## src/rtl/opsplit_pkg.sv

```systemverilog
package opsplit_pkg;

  // Controller phase: idle, presenting the first of two cycles, presenting the final cycle.
  typedef enum logic [1:0] {
    PH_IDLE  = 2'd0,
    PH_FIRST = 2'd1,
    PH_LAST  = 2'd2
  } phase_e;

  // Length code to byte count: 0 -> 1, 1 -> 2, 2 and 3 -> 4.
  function automatic logic [3:0] code_to_len(input logic [1:0] code);
    case (code)
      2'd0:    code_to_len = 4'd1;
      2'd1:    code_to_len = 4'd2;
      default: code_to_len = 4'd4;
    endcase
  endfunction

endpackage

```

## src/rtl/opsplit_plan.sv

```systemverilog
// Decodes a byte address and length code into the lane masks and word
// addresses of the starting word and of the following word.
module opsplit_plan #(
  parameter int ADDR_W = 32,
  parameter int LANES  = 4,
  localparam int OFF_W = $clog2(LANES),
  localparam int LEN_W = OFF_W + 1
) (
  input  logic [ADDR_W-1:0] addr,
  input  logic [1:0]        size_code,
  output logic [OFF_W-1:0]  off,
  output logic [LEN_W-1:0]  len,
  output logic              split,
  output logic [LANES-1:0]  mask_lo,
  output logic [LANES-1:0]  mask_hi,
  output logic [ADDR_W-1:0] word_lo,
  output logic [ADDR_W-1:0] word_hi
);
  import opsplit_pkg::*;

  logic [2*LANES-1:0] span;
  logic [2*LANES-1:0] ones;
  logic [3:0]         len4;

  always_comb begin
    off     = addr[OFF_W-1:0];
    len4    = code_to_len(size_code);
    len     = LEN_W'(len4);
    ones    = ((2*LANES)'(1) << len) - (2*LANES)'(1);
    span    = ones << off;
    mask_lo = span[LANES-1:0];
    mask_hi = span[2*LANES-1:LANES];
    split   = |mask_hi;
    word_lo = {addr[ADDR_W-1:OFF_W], {OFF_W{1'b0}}};
    word_hi = word_lo + ADDR_W'(LANES);
  end

endmodule

```

## src/rtl/opsplit_wroute.sv

```systemverilog
// Places operand bytes onto the lanes that match their addresses; lanes
// outside the mask, and all lanes when not writing, are driven to zero.
module opsplit_wroute #(
  parameter int LANES  = 4,
  localparam int OFF_W = $clog2(LANES),
  localparam int DW    = 8 * LANES
) (
  input  logic [DW-1:0]    opnd,
  input  logic [OFF_W-1:0] off,
  input  logic [LANES-1:0] mask,
  input  logic             wr_en,
  output logic [DW-1:0]    lanes_out
);
  for (genvar j = 0; j < LANES; j++) begin : g_lane
    localparam logic [OFF_W-1:0] LJ = OFF_W'(j);
    logic [OFF_W-1:0] src;
    assign src = LJ - off;
    assign lanes_out[8*j +: 8] = (wr_en && mask[j]) ? opnd[8*src +: 8] : 8'h00;
  end
endmodule

```

## src/rtl/opsplit_rplace.sv

```systemverilog
// Computes the next read accumulator: each operand byte that belongs to
// the current bus cycle is taken from the lane its address selects.
module opsplit_rplace #(
  parameter int LANES  = 4,
  localparam int OFF_W = $clog2(LANES),
  localparam int LEN_W = OFF_W + 1,
  localparam int DW    = 8 * LANES
) (
  input  logic [DW-1:0]    acc,
  input  logic [DW-1:0]    bus_bytes,
  input  logic [OFF_W-1:0] off,
  input  logic [LEN_W-1:0] len,
  input  logic             upper,
  input  logic             capture,
  output logic [DW-1:0]    acc_next
);
  for (genvar k = 0; k < LANES; k++) begin : g_byte
    localparam logic [LEN_W-1:0] KK = LEN_W'(k);
    logic [LEN_W-1:0] pos;
    logic             take;
    assign pos  = {1'b0, off} + KK;
    assign take = capture && (KK < len) && (pos[OFF_W] == upper);
    assign acc_next[8*k +: 8] = take ? bus_bytes[8*pos[OFF_W-1:0] +: 8] : acc[8*k +: 8];
  end
endmodule

```

## src/rtl/operand_splitter.sv

```systemverilog
// Splits byte-addressed operand requests into word-aligned bus cycles,
// high-order word first, and assembles read results.
module operand_splitter #(
  parameter int ADDR_W = 32,
  parameter int LANES  = 4,
  localparam int OFF_W = $clog2(LANES),
  localparam int LEN_W = OFF_W + 1,
  localparam int DW    = 8 * LANES
) (
  input  logic              clk,
  input  logic              rst,
  input  logic              req_valid,
  input  logic              req_write,
  input  logic [ADDR_W-1:0] req_addr,
  input  logic [1:0]        req_size,
  input  logic [DW-1:0]     req_wdata,
  output logic              busy,
  output logic              done,
  output logic [DW-1:0]     rdata,
  output logic              bus_valid,
  input  logic              bus_ready,
  output logic              bus_write,
  output logic [ADDR_W-1:0] bus_addr,
  output logic [LANES-1:0]  bus_be_n,
  output logic [DW-1:0]     bus_wdata,
  input  logic [DW-1:0]     bus_rdata
);
  import opsplit_pkg::*;

  // Decode of the incoming request
  logic [OFF_W-1:0]  p_off;
  logic [LEN_W-1:0]  p_len;
  logic              p_split;
  logic [LANES-1:0]  p_mask_lo, p_mask_hi;
  logic [ADDR_W-1:0] p_word_lo, p_word_hi;
  logic [DW-1:0]     w_lo, w_hi;

  // Controller state
  phase_e            ph_q;
  logic              valid_q, write_q, done_q, upper_q;
  logic [ADDR_W-1:0] addr_q, nxt_addr_q;
  logic [LANES-1:0]  be_n_q, nxt_be_n_q;
  logic [DW-1:0]     wdata_q, nxt_wdata_q;
  logic [OFF_W-1:0]  off_q;
  logic [LEN_W-1:0]  len_q;
  logic [DW-1:0]     acc_q, acc_nx;
  logic              take_req, bus_fire;

  opsplit_plan #(.ADDR_W(ADDR_W), .LANES(LANES)) u_plan (
    .addr(req_addr), .size_code(req_size),
    .off(p_off), .len(p_len), .split(p_split),
    .mask_lo(p_mask_lo), .mask_hi(p_mask_hi),
    .word_lo(p_word_lo), .word_hi(p_word_hi)
  );

  opsplit_wroute #(.LANES(LANES)) u_wr_lo (
    .opnd(req_wdata), .off(p_off), .mask(p_mask_lo), .wr_en(req_write), .lanes_out(w_lo)
  );

  opsplit_wroute #(.LANES(LANES)) u_wr_hi (
    .opnd(req_wdata), .off(p_off), .mask(p_mask_hi), .wr_en(req_write), .lanes_out(w_hi)
  );

  opsplit_rplace #(.LANES(LANES)) u_rd (
    .acc(acc_q), .bus_bytes(bus_rdata), .off(off_q), .len(len_q),
    .upper(upper_q), .capture(!write_q), .acc_next(acc_nx)
  );

  assign take_req = (ph_q == PH_IDLE) && req_valid;
  assign bus_fire = valid_q && bus_ready;

  always_ff @(posedge clk) begin
    if (rst) begin
      ph_q        <= PH_IDLE;
      valid_q     <= 1'b0;
      done_q      <= 1'b0;
      write_q     <= 1'b0;
      upper_q     <= 1'b0;
      addr_q      <= '0;
      be_n_q      <= '1;
      wdata_q     <= '0;
      nxt_addr_q  <= '0;
      nxt_be_n_q  <= '1;
      nxt_wdata_q <= '0;
      off_q       <= '0;
      len_q       <= '0;
      acc_q       <= '0;
    end else begin
      done_q <= 1'b0;
      unique case (ph_q)
        PH_IDLE: begin
          if (take_req) begin
            valid_q     <= 1'b1;
            write_q     <= req_write;
            off_q       <= p_off;
            len_q       <= p_len;
            acc_q       <= '0;
            nxt_addr_q  <= p_word_lo;
            nxt_be_n_q  <= ~p_mask_lo;
            nxt_wdata_q <= w_lo;
            if (p_split) begin
              addr_q  <= p_word_hi;
              be_n_q  <= ~p_mask_hi;
              wdata_q <= w_hi;
              upper_q <= 1'b1;
              ph_q    <= PH_FIRST;
            end else begin
              addr_q  <= p_word_lo;
              be_n_q  <= ~p_mask_lo;
              wdata_q <= w_lo;
              upper_q <= 1'b0;
              ph_q    <= PH_LAST;
            end
          end
        end
        PH_FIRST: begin
          if (bus_fire) begin
            acc_q   <= acc_nx;
            addr_q  <= nxt_addr_q;
            be_n_q  <= nxt_be_n_q;
            wdata_q <= nxt_wdata_q;
            upper_q <= 1'b0;
            ph_q    <= PH_LAST;
          end
        end
        PH_LAST: begin
          if (bus_fire) begin
            acc_q   <= acc_nx;
            valid_q <= 1'b0;
            done_q  <= 1'b1;
            ph_q    <= PH_IDLE;
          end
        end
        default: ph_q <= PH_IDLE;
      endcase
    end
  end

  assign busy      = (ph_q != PH_IDLE);
  assign done      = done_q;
  assign rdata     = acc_q;
  assign bus_valid = valid_q;
  assign bus_write = write_q;
  assign bus_addr  = addr_q;
  assign bus_be_n  = be_n_q;
  assign bus_wdata = wdata_q;

endmodule

```

## config.mk

```make
export PLATFORM = sky130hd
export DESIGN_NAME = operand_splitter
export DESIGN_NICKNAME = d
export VERILOG_FILES = /design/src/rtl/opsplit_pkg.sv /design/src/rtl/opsplit_plan.sv /design/src/rtl/opsplit_wroute.sv /design/src/rtl/opsplit_rplace.sv /design/src/rtl/operand_splitter.sv
export SDC_FILE = /design/constraint.sdc
export NUM_CORES = 1
export LEC_CHECK = 0
export BUFFER_PORTS_ARGS = -buffer_cell sky130_fd_sc_hd__buf_2
export CORE_MARGIN = 2
export CORE_UTILIZATION = 50
export CTS_CLUSTER_SIZE = 20
export DETAILED_ROUTE_END_ITERATION = 10
export PLACE_DENSITY = 0.86
export SYNTH_ARGS = -nofsm -noshare
export SYNTH_HDL_FRONTEND = slang
export SYNTH_SLANG_ARGS = --single-unit
```

## constraint.sdc

```tcl
create_clock -name clk -period 3.1 [get_ports clk]
set_clock_uncertainty 0.05 [all_clocks]
set_input_delay 0.62 -clock clk [delete_from_list [all_inputs] [get_ports clk]]
set_output_delay 0.62 -clock clk [all_outputs]
set_load 0.02 [all_outputs]
```

==> flow_summary.json <==
{
  "status": "finished clean",
  "path_max_fanout": 5,
  "hold_depth": 3,
  "grt_max_degree": 77,
  "synth_edf_count": 0,
  "final_core_util_pct": 61.11,
  "gr-total-overflow": 0,
  "tightest_slew_ns": 1.071,
  "final_cell_area_sq_um": 11390,
  "layout_common_cells": "203 x buf_2, 174 x dfxtp_1, 146 x nand2_1",
  "synthArstFlopShare_pct": 0,
  "clock_sinks": 175,
  "syn_inst": 1062,
  "critPathLaunchType": "input port",
  "root_buffer": "clkbuf_16",
  "via_per_inst": 6.271,
  "clock_latency_ns": 0.43,
  "first_pass_iters": 6,
  "fin_tns_setup_ns": 0,
  "cts.repair.resized": 0,
  "dieHeight_um": 141.6,
  "clk_path_buf_depth": 2,
  "setup_viol": 0,
  "syn2layout_area_growth_pct": 20.40,
  "grt_pass1_wl_mm": 44.27,
  "port_buffers": 204,
  "core_sq_um": 18640,
  "report.final.hold_viol_count": 0,
  "ys_ff_latch": 175,
  "r2r_cells": 7,
  "pin_count": 207,
  "hp-class": "in2reg",
  "synth_ff_type": "dfxtp_1",
  "die_area_sq_um": 20040,
  "place_area_sq_um": 10790,
  "critical_path_class": "in2reg",
  "groute.usage.overall_pct": 27.46,
  "irDropWorstVdd_mv": 0.4622,
  "start_util_pct": 50.75,
  "netlist_area_sq_um": 9462,
  "syn_area_per_cell_sq_um": 8.909,
  "synth_seq_area_share_pct": 37.03,
  "required_ns": 3.39,
  "synth.distinct_cells": 64,
  "crit_chain": "buf_2 > nor2b_1 > inv_1 > ha_1 > buf_4 > xor2_1 > a22o_2 > a221oi_4 > or4b_1 > or3_1 > a311oi_1",
  "clock.fmax_ghz": 0.3610,
  "numCtsBuffers": 17,
  "worstReg2RegStart": "ph_q[0]$_SDFFE_PP0P_",
  "mostFrequentLayoutCell": "buf_2",
  "yosys_warnings": 0,
  "num_vias": 9337,
  "post_cts_buffers": 0,
  "drt-total-wl_mm": 27.80,
  "dp_hpwl_mm": 19.23,
  "p_leak_nw": 4.585,
  "maxSlewViolCount": 0,
  "end_kind": "flop",
  "gp_congestion": 0.8938,
  "drc": 0,
  "power_density_nw_per_um2": 835.6,
  "fin_nets": 1354,
  "drtAntennaViolNets": 0,
  "reg2reg_slack_ns": 0.64,
  "fillers": 1572,
  "clkTransAtPathRegs_ns": 0.07,
  "cap_violations": 0,
  "hold_start": "req_addr[31]",
  "slowest_stage": "or4b_1",
  "grt_pass1_vias": 8564,
  "die_w_um": 141.6,
  "r2r_end": "bus_wdata[31]$_SDFFE_PP0P_",
  "finalCriticalPeriod_ns": 2.770,
  "htree_levels": 4,
  "wl_per_cell_um": 18.67,
  "whs_endpoint": "nxt_addr_q[31]$_SDFFE_PP0P_",
  "worst_ep_arrival_time_ns": 3.06,
  "holdBufCountCts": 0,
  "finalCritPeriodShare_pct": 89.36,
  "final_layout_size_suffix_gt1_share_pct": 29.11,
  "slowest_delay_ns": 0.64,
  "slew_headroom_pct": 28.32,
  "antenna_found_initial": 2,
  "rsz0062_at_grt": "false",
  "rows": 50,
  "cts_tree": "yes",
  "drt_iter0_drc": 776
}
area by class of cell:
cell class / count / area, sq um / share of cell area [%]
Antenna cell: 1 / 2.502 / 0.02197
Clock buffer: 21 / 470.5 / 4.130
Clock inverter: 11 / 128.9 / 1.131
Inverter: 17 / 63.81 / 0.5601
Multi-Input combinational cell: 774 / 5515 / 48.41
Sequential cell: 175 / 3505 / 30.76
Tap cell: 234 / 292.8 / 2.570
Timing Repair Buffer: 256 / 1414 / 12.41
worst max-delay path: cells and delay by family:
kind,cells,cell delay (ns)
and+or+nand+nor,3,1.15
AOI/OAI and AO/OA,3,0.55
buffers and inverters,3,0.35
adders and majority gates,1,0.23
xor gates and xnor gates,1,0.18
worst max path at each step:
| stage | start | cells past startpoint | end |
|---|---|---|---|
| 2_1_floorplan | req_size[0] | 10 | bus_addr[25]$_SDFFE_PP0P_ |
| 3_3_place_gp | req_size[0] | 11 | bus_addr[25]$_SDFFE_PP0P_ |
| 3_5_place_dp | req_size[0] | 11 | bus_addr[23]$_SDFFE_PP0P_ |
| 4_1_cts | req_size[0] | 12 | bus_addr[9]$_SDFFE_PP0P_ |
| 5_1_grt | req_size[0] | 12 | bus_addr[9]$_SDFFE_PP0P_ |
| 6_report | req_size[0] | 11 | bus_addr[23]$_SDFFE_PP0P_ |
metrics by stage:
step           hold WS [ns]  setup slack, ns  cells  power (mW)
6_report             0.3958           0.3297   1489       9.519
2_1_floorplan        0.3769          0.01386   1063       5.922
4_1_cts              0.3840           0.3570   1488       9.494
5_1_grt              0.4110           0.1499   1489       10.05
3_3_place_gp         0.3833         -0.02730   1456       7.239
3_5_place_dp         0.3888         -0.08068   1456       7.314
cell usage after synthesis, types with 8 or more instances:
| library cell | instances | area (sq um) |
|---|---|---|
| a21oi_1 | 145 | 725.7 |
| a22oi_1 | 26 | 195.2 |
| and3_1 | 46 | 287.8 |
| and4_1 | 8 | 70.07 |
| buf_1 | 11 | 41.29 |
| clkbuf_1 | 73 | 274.0 |
| dfxtp_1 | 175 | 3503 |
| ha_1 | 10 | 125.1 |
| inv_1 | 16 | 60.06 |
| mux4_2 | 64 | 1441 |
| nand2_1 | 147 | 551.8 |
| nand3_1 | 53 | 265.3 |
| nand4_1 | 9 | 56.30 |
| nor2_1 | 46 | 172.7 |
| nor3_1 | 10 | 50.05 |
| nor4_1 | 13 | 81.33 |
| o211ai_1 | 12 | 90.09 |
| o21ai_0 | 34 | 170.2 |
| o22ai_1 | 15 | 93.84 |
| o2bb2ai_1 | 24 | 210.2 |
| or3_1 | 8 | 50.05 |
| xnor2_1 | 21 | 183.9 |
power by group:
part	internal, mW	switching, mW
Clock	1.26	0.922
Combinational	1.40	2.93
Sequential	2.71	0.293
cell families (layout without fill, tap and decap cells):
group           after synthesis  after routing  share of synthesized area [%]
compound gates              295            295                          19.19
xor+xnor                     25             25                          2.314
fa+ha+maj                    10             10                          1.322
buf+inv                     114            305                          5.038
flops                       175            175                          37.03
mux                          70             70                          15.87
other cells                   1              3                        0.03963
simple gates                372            372                          19.20
registers in the layout, summed over array words and instances (netlist names), 3 cells and up:
name         cells
bus_wdata       32
bus_be_n         4
bus_addr        30
len_q            3
rdata           32
nxt_be_n_q       4
nxt_wdata_q     32
nxt_addr_q      30
layer usage:
| metal | vias up | wire [um] | track usage (%) | share of wire (%) |
|---|---|---|---|---|
| li1 | 4307 | - | - | - |
| met1 | 4468 | 11490 | 37.44 | 41 |
| met2 | 505 | 13330 | 43.84 | 48 |
| met3 | 55 | 2330 | 5.535 | 8.4 |
| met4 | 2 | 636 | 9.526 | 2.3 |
| met5 | - | 13 | 0 | 0.047 |
Power figures use the tool's default switching activity.
